`src/rtl/cfg_loader_pkg.sv`:
```
package cfg_loader_pkg;
  // Strobes from the load control to the datapath
  typedef struct packed {
    logic shift;  // take memBit into the chain this cycle
    logic live;   // image complete, cell outputs enabled
  } cfgStrobe_t;
endpackage

```
`src/rtl/cfg_loader_ctrl.sv`:
```
module cfg_loader_ctrl
  import cfg_loader_pkg::*;
#(
  parameter int NUM_CELLS = 4,
  parameter int CELL_BITS = 20
) (
  input  logic                 clk,
  input  logic                 rstN,
  input  logic                 memValid,
  output cfgStrobe_t           strobe,
  output logic                 memEn,
  output logic                 cfgDone,
  output logic [NUM_CELLS-1:0] cellLoaded
);
  localparam int TOTAL = NUM_CELLS * CELL_BITS;
  localparam int CNT_W = $clog2(TOTAL + 1);

  typedef enum logic {ST_LOAD, ST_LIVE} loadState_t;

  loadState_t state;
  logic [CNT_W-1:0] bitCount;
  logic accept;

  assign accept = (state == ST_LOAD) && memValid;

  always_ff @(posedge clk or negedge rstN) begin
    if (!rstN) begin
      state    <= ST_LOAD;
      bitCount <= '0;
    end else if (accept) begin
      bitCount <= bitCount + 1'b1;
      if (bitCount == CNT_W'(TOTAL - 1)) state <= ST_LIVE;
    end
  end

  for (genvar i = 0; i < NUM_CELLS; i++) begin : g_progress
    localparam int THR = (i + 1) * CELL_BITS;
    assign cellLoaded[i] = (bitCount >= CNT_W'(THR));
  end

  assign strobe.shift = accept;
  assign strobe.live  = (state == ST_LIVE);
  assign memEn        = (state == ST_LOAD);
  assign cfgDone      = (state == ST_LIVE);
endmodule

```
`src/rtl/cfg_logic_cell.sv`:
```
module cfg_logic_cell #(
  parameter int LUT_IN = 4,
  localparam int TBL = 2 ** LUT_IN,
  localparam int CFG_W = TBL + 2
) (
  input  logic              clk,
  input  logic              rstN,
  input  logic              live,
  input  logic [CFG_W-1:0]  cfgWord,
  input  logic [LUT_IN-1:0] sel,
  output logic              out
);
  localparam int REG_POS = TBL;
  localparam int INV_POS = TBL + 1;

  logic lutVal;
  logic held;

  assign lutVal = cfgWord[sel] ^ cfgWord[INV_POS];

  always_ff @(posedge clk or negedge rstN) begin
    if (!rstN) held <= 1'b0;
    else       held <= live & lutVal;
  end

  assign out = live & (cfgWord[REG_POS] ? held : lutVal);
endmodule

```
`src/rtl/cfg_loader_dpath.sv`:
```
module cfg_loader_dpath
  import cfg_loader_pkg::*;
#(
  parameter int NUM_CELLS = 4,
  parameter int CELL_BITS = 20,
  parameter int LUT_IN    = 4
) (
  input  logic                        clk,
  input  logic                        rstN,
  input  cfgStrobe_t                  strobe,
  input  logic                        memBit,
  input  logic [NUM_CELLS*LUT_IN-1:0] cellIn,
  output logic [NUM_CELLS-1:0]        cellOut
);
  localparam int TOTAL = NUM_CELLS * CELL_BITS;
  localparam int CFG_W = 2 ** LUT_IN + 2;

  // First stream bit ends at chain[0] once the full image is in
  logic [TOTAL-1:0] chain;

  always_ff @(posedge clk or negedge rstN) begin
    if (!rstN)             chain <= '0;
    else if (strobe.shift) chain <= {memBit, chain[TOTAL-1:1]};
  end

  for (genvar i = 0; i < NUM_CELLS; i++) begin : g_cell
    cfg_logic_cell #(.LUT_IN(LUT_IN)) u_cell (
      .clk    (clk),
      .rstN   (rstN),
      .live   (strobe.live),
      .cfgWord(chain[i*CELL_BITS +: CFG_W]),
      .sel    (cellIn[i*LUT_IN +: LUT_IN]),
      .out    (cellOut[i])
    );
  end
endmodule

```
`src/rtl/cfg_loader.sv`:
```
module cfg_loader
  import cfg_loader_pkg::*;
#(
  parameter int NUM_CELLS = 4,
  parameter int CELL_BITS = 20,
  parameter int LUT_IN    = 4
) (
  input  logic                        clk,
  input  logic                        rstN,
  output logic                        memEn,
  input  logic                        memValid,
  input  logic                        memBit,
  input  logic [NUM_CELLS*LUT_IN-1:0] cellIn,
  output logic [NUM_CELLS-1:0]        cellOut,
  output logic [NUM_CELLS-1:0]        cellLoaded,
  output logic                        cfgDone
);
  cfgStrobe_t strobe;

  cfg_loader_ctrl #(.NUM_CELLS(NUM_CELLS), .CELL_BITS(CELL_BITS)) u_ctrl (
    .clk       (clk),
    .rstN      (rstN),
    .memValid  (memValid),
    .strobe    (strobe),
    .memEn     (memEn),
    .cfgDone   (cfgDone),
    .cellLoaded(cellLoaded)
  );

  cfg_loader_dpath #(.NUM_CELLS(NUM_CELLS), .CELL_BITS(CELL_BITS), .LUT_IN(LUT_IN)) u_dpath (
    .clk    (clk),
    .rstN   (rstN),
    .strobe (strobe),
    .memBit (memBit),
    .cellIn (cellIn),
    .cellOut(cellOut)
  );
endmodule

```
`config.mk`:
```
export PLATFORM = sky130hd
export DESIGN_NAME = cfg_loader
export DESIGN_NICKNAME = d
export VERILOG_FILES = /design/src/rtl/cfg_loader_pkg.sv /design/src/rtl/cfg_loader_ctrl.sv /design/src/rtl/cfg_logic_cell.sv /design/src/rtl/cfg_loader_dpath.sv /design/src/rtl/cfg_loader.sv
export SDC_FILE = /design/constraint.sdc
export NUM_CORES = 1
export LEC_CHECK = 0
export CORE_ASPECT_RATIO = 0.75
export CORE_MARGIN = 2
export CORE_UTILIZATION = 62
export DETAILED_ROUTE_END_ITERATION = 10
export GPL_ROUTABILITY_DRIVEN = 0
export MAX_ROUTING_LAYER = met4
export PLACE_DENSITY = 0.84
export SYNTH_ARGS = -nofsm -noshare
export SYNTH_HDL_FRONTEND = slang
export SYNTH_SLANG_ARGS = --single-unit
```
`constraint.sdc`:
```
create_clock -name clk -period 6.5 [get_ports clk]
set_input_delay 1.625 -clock clk [delete_from_list [all_inputs] [get_ports clk]]
set_output_delay 1.625 -clock clk [all_outputs]
set_load 0.01 [all_outputs]
```
==> flow_summary.json <==
{
  "outcome": "completed",
  "die_area_um2": 7230,
  "gr-usage-all-layers_pct": 21.5,
  "grt_pass1_vias": 2359,
  "syn_to_final_growth_pct": 13.7,
  "wl_mm": 6.75,
  "report.final.slew_viol_count": 0,
  "hold_viol": 0,
  "final_util_pct": 73.2,
  "ys_seq_area_share_pct": 56.6,
  "p_leak_uw": 0.00222,
  "min_period_ns": 5.78,
  "ctsResizeCount": 0,
  "die_height_um": 74.1,
  "cts_tree": "built",
  "synth_area_um2": 4070,
  "max_freq_mhz": 173,
  "rows": 25,
  "io_buffer_count": 29,
  "min_path_cells": 1,
  "vias": 2215,
  "drc": 0,
  "met3_length_um": 225,
  "nFillCells": 420,
  "cpPeakStageDelay_ns": 0.58,
  "startpoint_type": "input pin",
  "firstDrtPassIters": 4,
  "crit_type": "input pin to primary output",
  "cts_made_buffers": 9,
  "htree_levels": 3,
  "dpl.hpwl_mm": 4.54,
  "path_buf_inv": 2,
  "ys_ff_latch": 92,
  "drtIter0Drc": 96,
  "clock-root-buffer": "clkbuf_8",
  "worst-path-max-fanout": 4,
  "holdWs_ns": 0.514,
  "insertion_delay_ns": 0.36,
  "crit_family": "buffers and inverters",
  "hold_end": "u_dpath.chain[79]",
  "clock_skew_ns": 0.00956,
  "cp.depth": 6,
  "cts_hold_buf": 0,
  "via_per_inst": 5.94,
  "synth_cells": 260,
  "cts.sinks": 92,
  "grt_pass1_wl_mm": 11.6,
  "tightest_slew_ns": 1.10,
  "antenna_cells": 0,
  "worstHoldStart": "u_dpath.chain[79]",
  "synth.distinct_cells": 19,
  "synth_common_cells": "92 x dfrtp_1, 76 x mux2_2, 16 x mux4_1, 11 x o21ai_0, 10 x clkbuf_1",
  "synth.top_cell.area_share_pct": 56.6,
  "ant_nets": 0,
  "r2r_start": "u_ctrl.cfgDone",
  "worstPathCellList": "clkdlybuf4s50_1, mux4_1, mux4_2, xnor2_1, a21oi_1, clkdlybuf4s50_1",
  "async_reset_ff_share_pct": 100,
  "wl_met2_mm": 3.20,
  "cp-end-kind": "primary output",
  "syn_avg_cell_area_um2": 15.6,
  "cts.clk_slew.worst_paths_ns": 0.08,
  "ys_dominant_reg_cell": "dfrtp_1",
  "grt_setup_unrepaired": "false",
  "r2r-end": "u_dpath.chain[34]",
  "critPathArrivalTime_ns": 4.16,
  "min_period_over_period_pct": 89.0,
  "post_cts_buffers": 0,
  "setup_viol": 0,
  "powerDensity_nw_per_um2": 334,
  "cp.required_ns": 4.88,
  "die_w_um": 97.5,
  "drive_gt1_share_pct": 33.6,
  "final_cells": 373,
  "wl_met1_mm": 3.23,
  "synth_edf_count": 0,
  "nNetsFinal": 310,
  "cpMostUsedCell": "clkdlybuf4s50_1",
  "tns_ns": 0,
  "routedWlPerCell_um": 18.1,
  "core_um2": 6320,
  "top_layer": "met4",
  "synth_top_cell_by_area": "dfrtp_1",
  "dp.cells": 358,
  "synth_fp_nets": 282,
  "antenna_found_initial": 0,
  "critPathSlowestCell": "clkdlybuf4s50_1",
  "synthTopCellsByArea": "dfrtp_1 57%, mux2_2 21%, mux4_1 10%",
  "overflow": 0,
  "clk_path_buf_depth": 2,
  "yosysMostFrequentCell": "dfrtp_1",
  "grt_max_degree": 93,
  "ir_worst_vdd_v": 0.000178,
  "maxSlewHeadroom_pct": 26.5,
  "cap_violations": 0,
  "start_util_pct": 64.4,
  "worstHoldPathType": "flop to flop",
  "r2r_slack_ns": 4.10,
  "yosysWarnings": 0,
  "r2r_cells": 3,
  "io_pins": 30
}
[worst reg2reg max path, delay by kind of cell, from the launching register on]
family	cells	cell delay (ns)
AND/OR/NAND/NOR	1	0.81
buffers and inverters	1	0.55
flip-flops	1	0.51
multiplexers	1	0.41
[flip-flops by register name, summed over array words and instances (netlist names)]
signal                      cells
u_ctrl.bitCount                 7
u_dpath.g_cell.u_cell.held      4
u_ctrl.cfgDone                  1
u_dpath.chain                  80
[logic make-up (layout without fill, tap and decap cells)]
logic type               count (synthesis)  after routing  synth area share, %
XOR/XNOR                                10             10                 2.15
AND/OR/NAND/NOR                         22             22                 2.40
multiplexers                            96             96                 33.6
flip-flops                              92             92                 56.6
adder cells (fa/ha/maj)                  2              2                0.615
AO/OA/AOI/OAI                           17             17                 2.34
buffers and inverters                   21             53                 2.31
[per-stage QoR]
step                      total power [uW]  instance area (um^2)  setup slack [ns]
final                                 1550                  4630             0.715
after detailed placement              1140                  4410             0.703
after global placement                1120                  4410             0.736
after CTS                             1560                  4630             0.702
after global routing                  1630                  4630             0.584
after floorplan                       1020                  4070              1.86
[where the power goes]
| part | switching [uW] | internal [uW] | total, uW |
|---|---|---|---|
| combinational | 114 | 199 | 313 |
| sequential | 116 | 704 | 820 |
| clock | 188 | 225 | 413 |
| total | 418 | 1130 | 1550 |
[layer usage]
metal | vias up | GRT usage [%]
li1 | 1009 | -
met3 | 11 | 5.55
met1 | 1161 | 28.4
met4 | 0 | 7.87
met5 | - | -
met2 | 34 | 33.0
[how the worst max path moves through the flow]
stage,startpoint,end
after floorplan,cellIn[2],cellOut[0]
after global placement,cellIn[6],cellOut[1]
after detailed placement,cellIn[6],cellOut[1]
after CTS,cellIn[6],cellOut[1]
after global routing,cellIn[2],cellOut[0]
final,cellIn[6],cellOut[1]
[cells in the final DEF (no fill, tap or decap), drive strengths merged, types with 3 or more instances in the layout]
cell type / synthesis / routed
dfrtp: 92 / 92
mux2: 76 / 76
clkdlybuf4s50: 0 / 28
mux4: 20 / 20
o21ai: 11 / 11
clkbuf: 10 / 11
nand2: 9 / 9
xnor2: 9 / 9
nor2: 7 / 7
inv: 7 / 7
a21oi: 4 / 4
buf: 4 / 3
[final cells by class]
class | count | area, um^2 | area share, %
repair buffers | 31 | 303 | 6.54
well taps | 81 | 101 | 2.19
flip-flops and latches | 92 | 2300 | 49.8
clock buffers | 11 | 141 | 3.06
inverters | 7 | 26.3 | 0.568
clock inverters | 4 | 73.8 | 1.60
multi-input cells | 147 | 1680 | 36.3
Note: power is estimated with default switching activity, not from simulation.
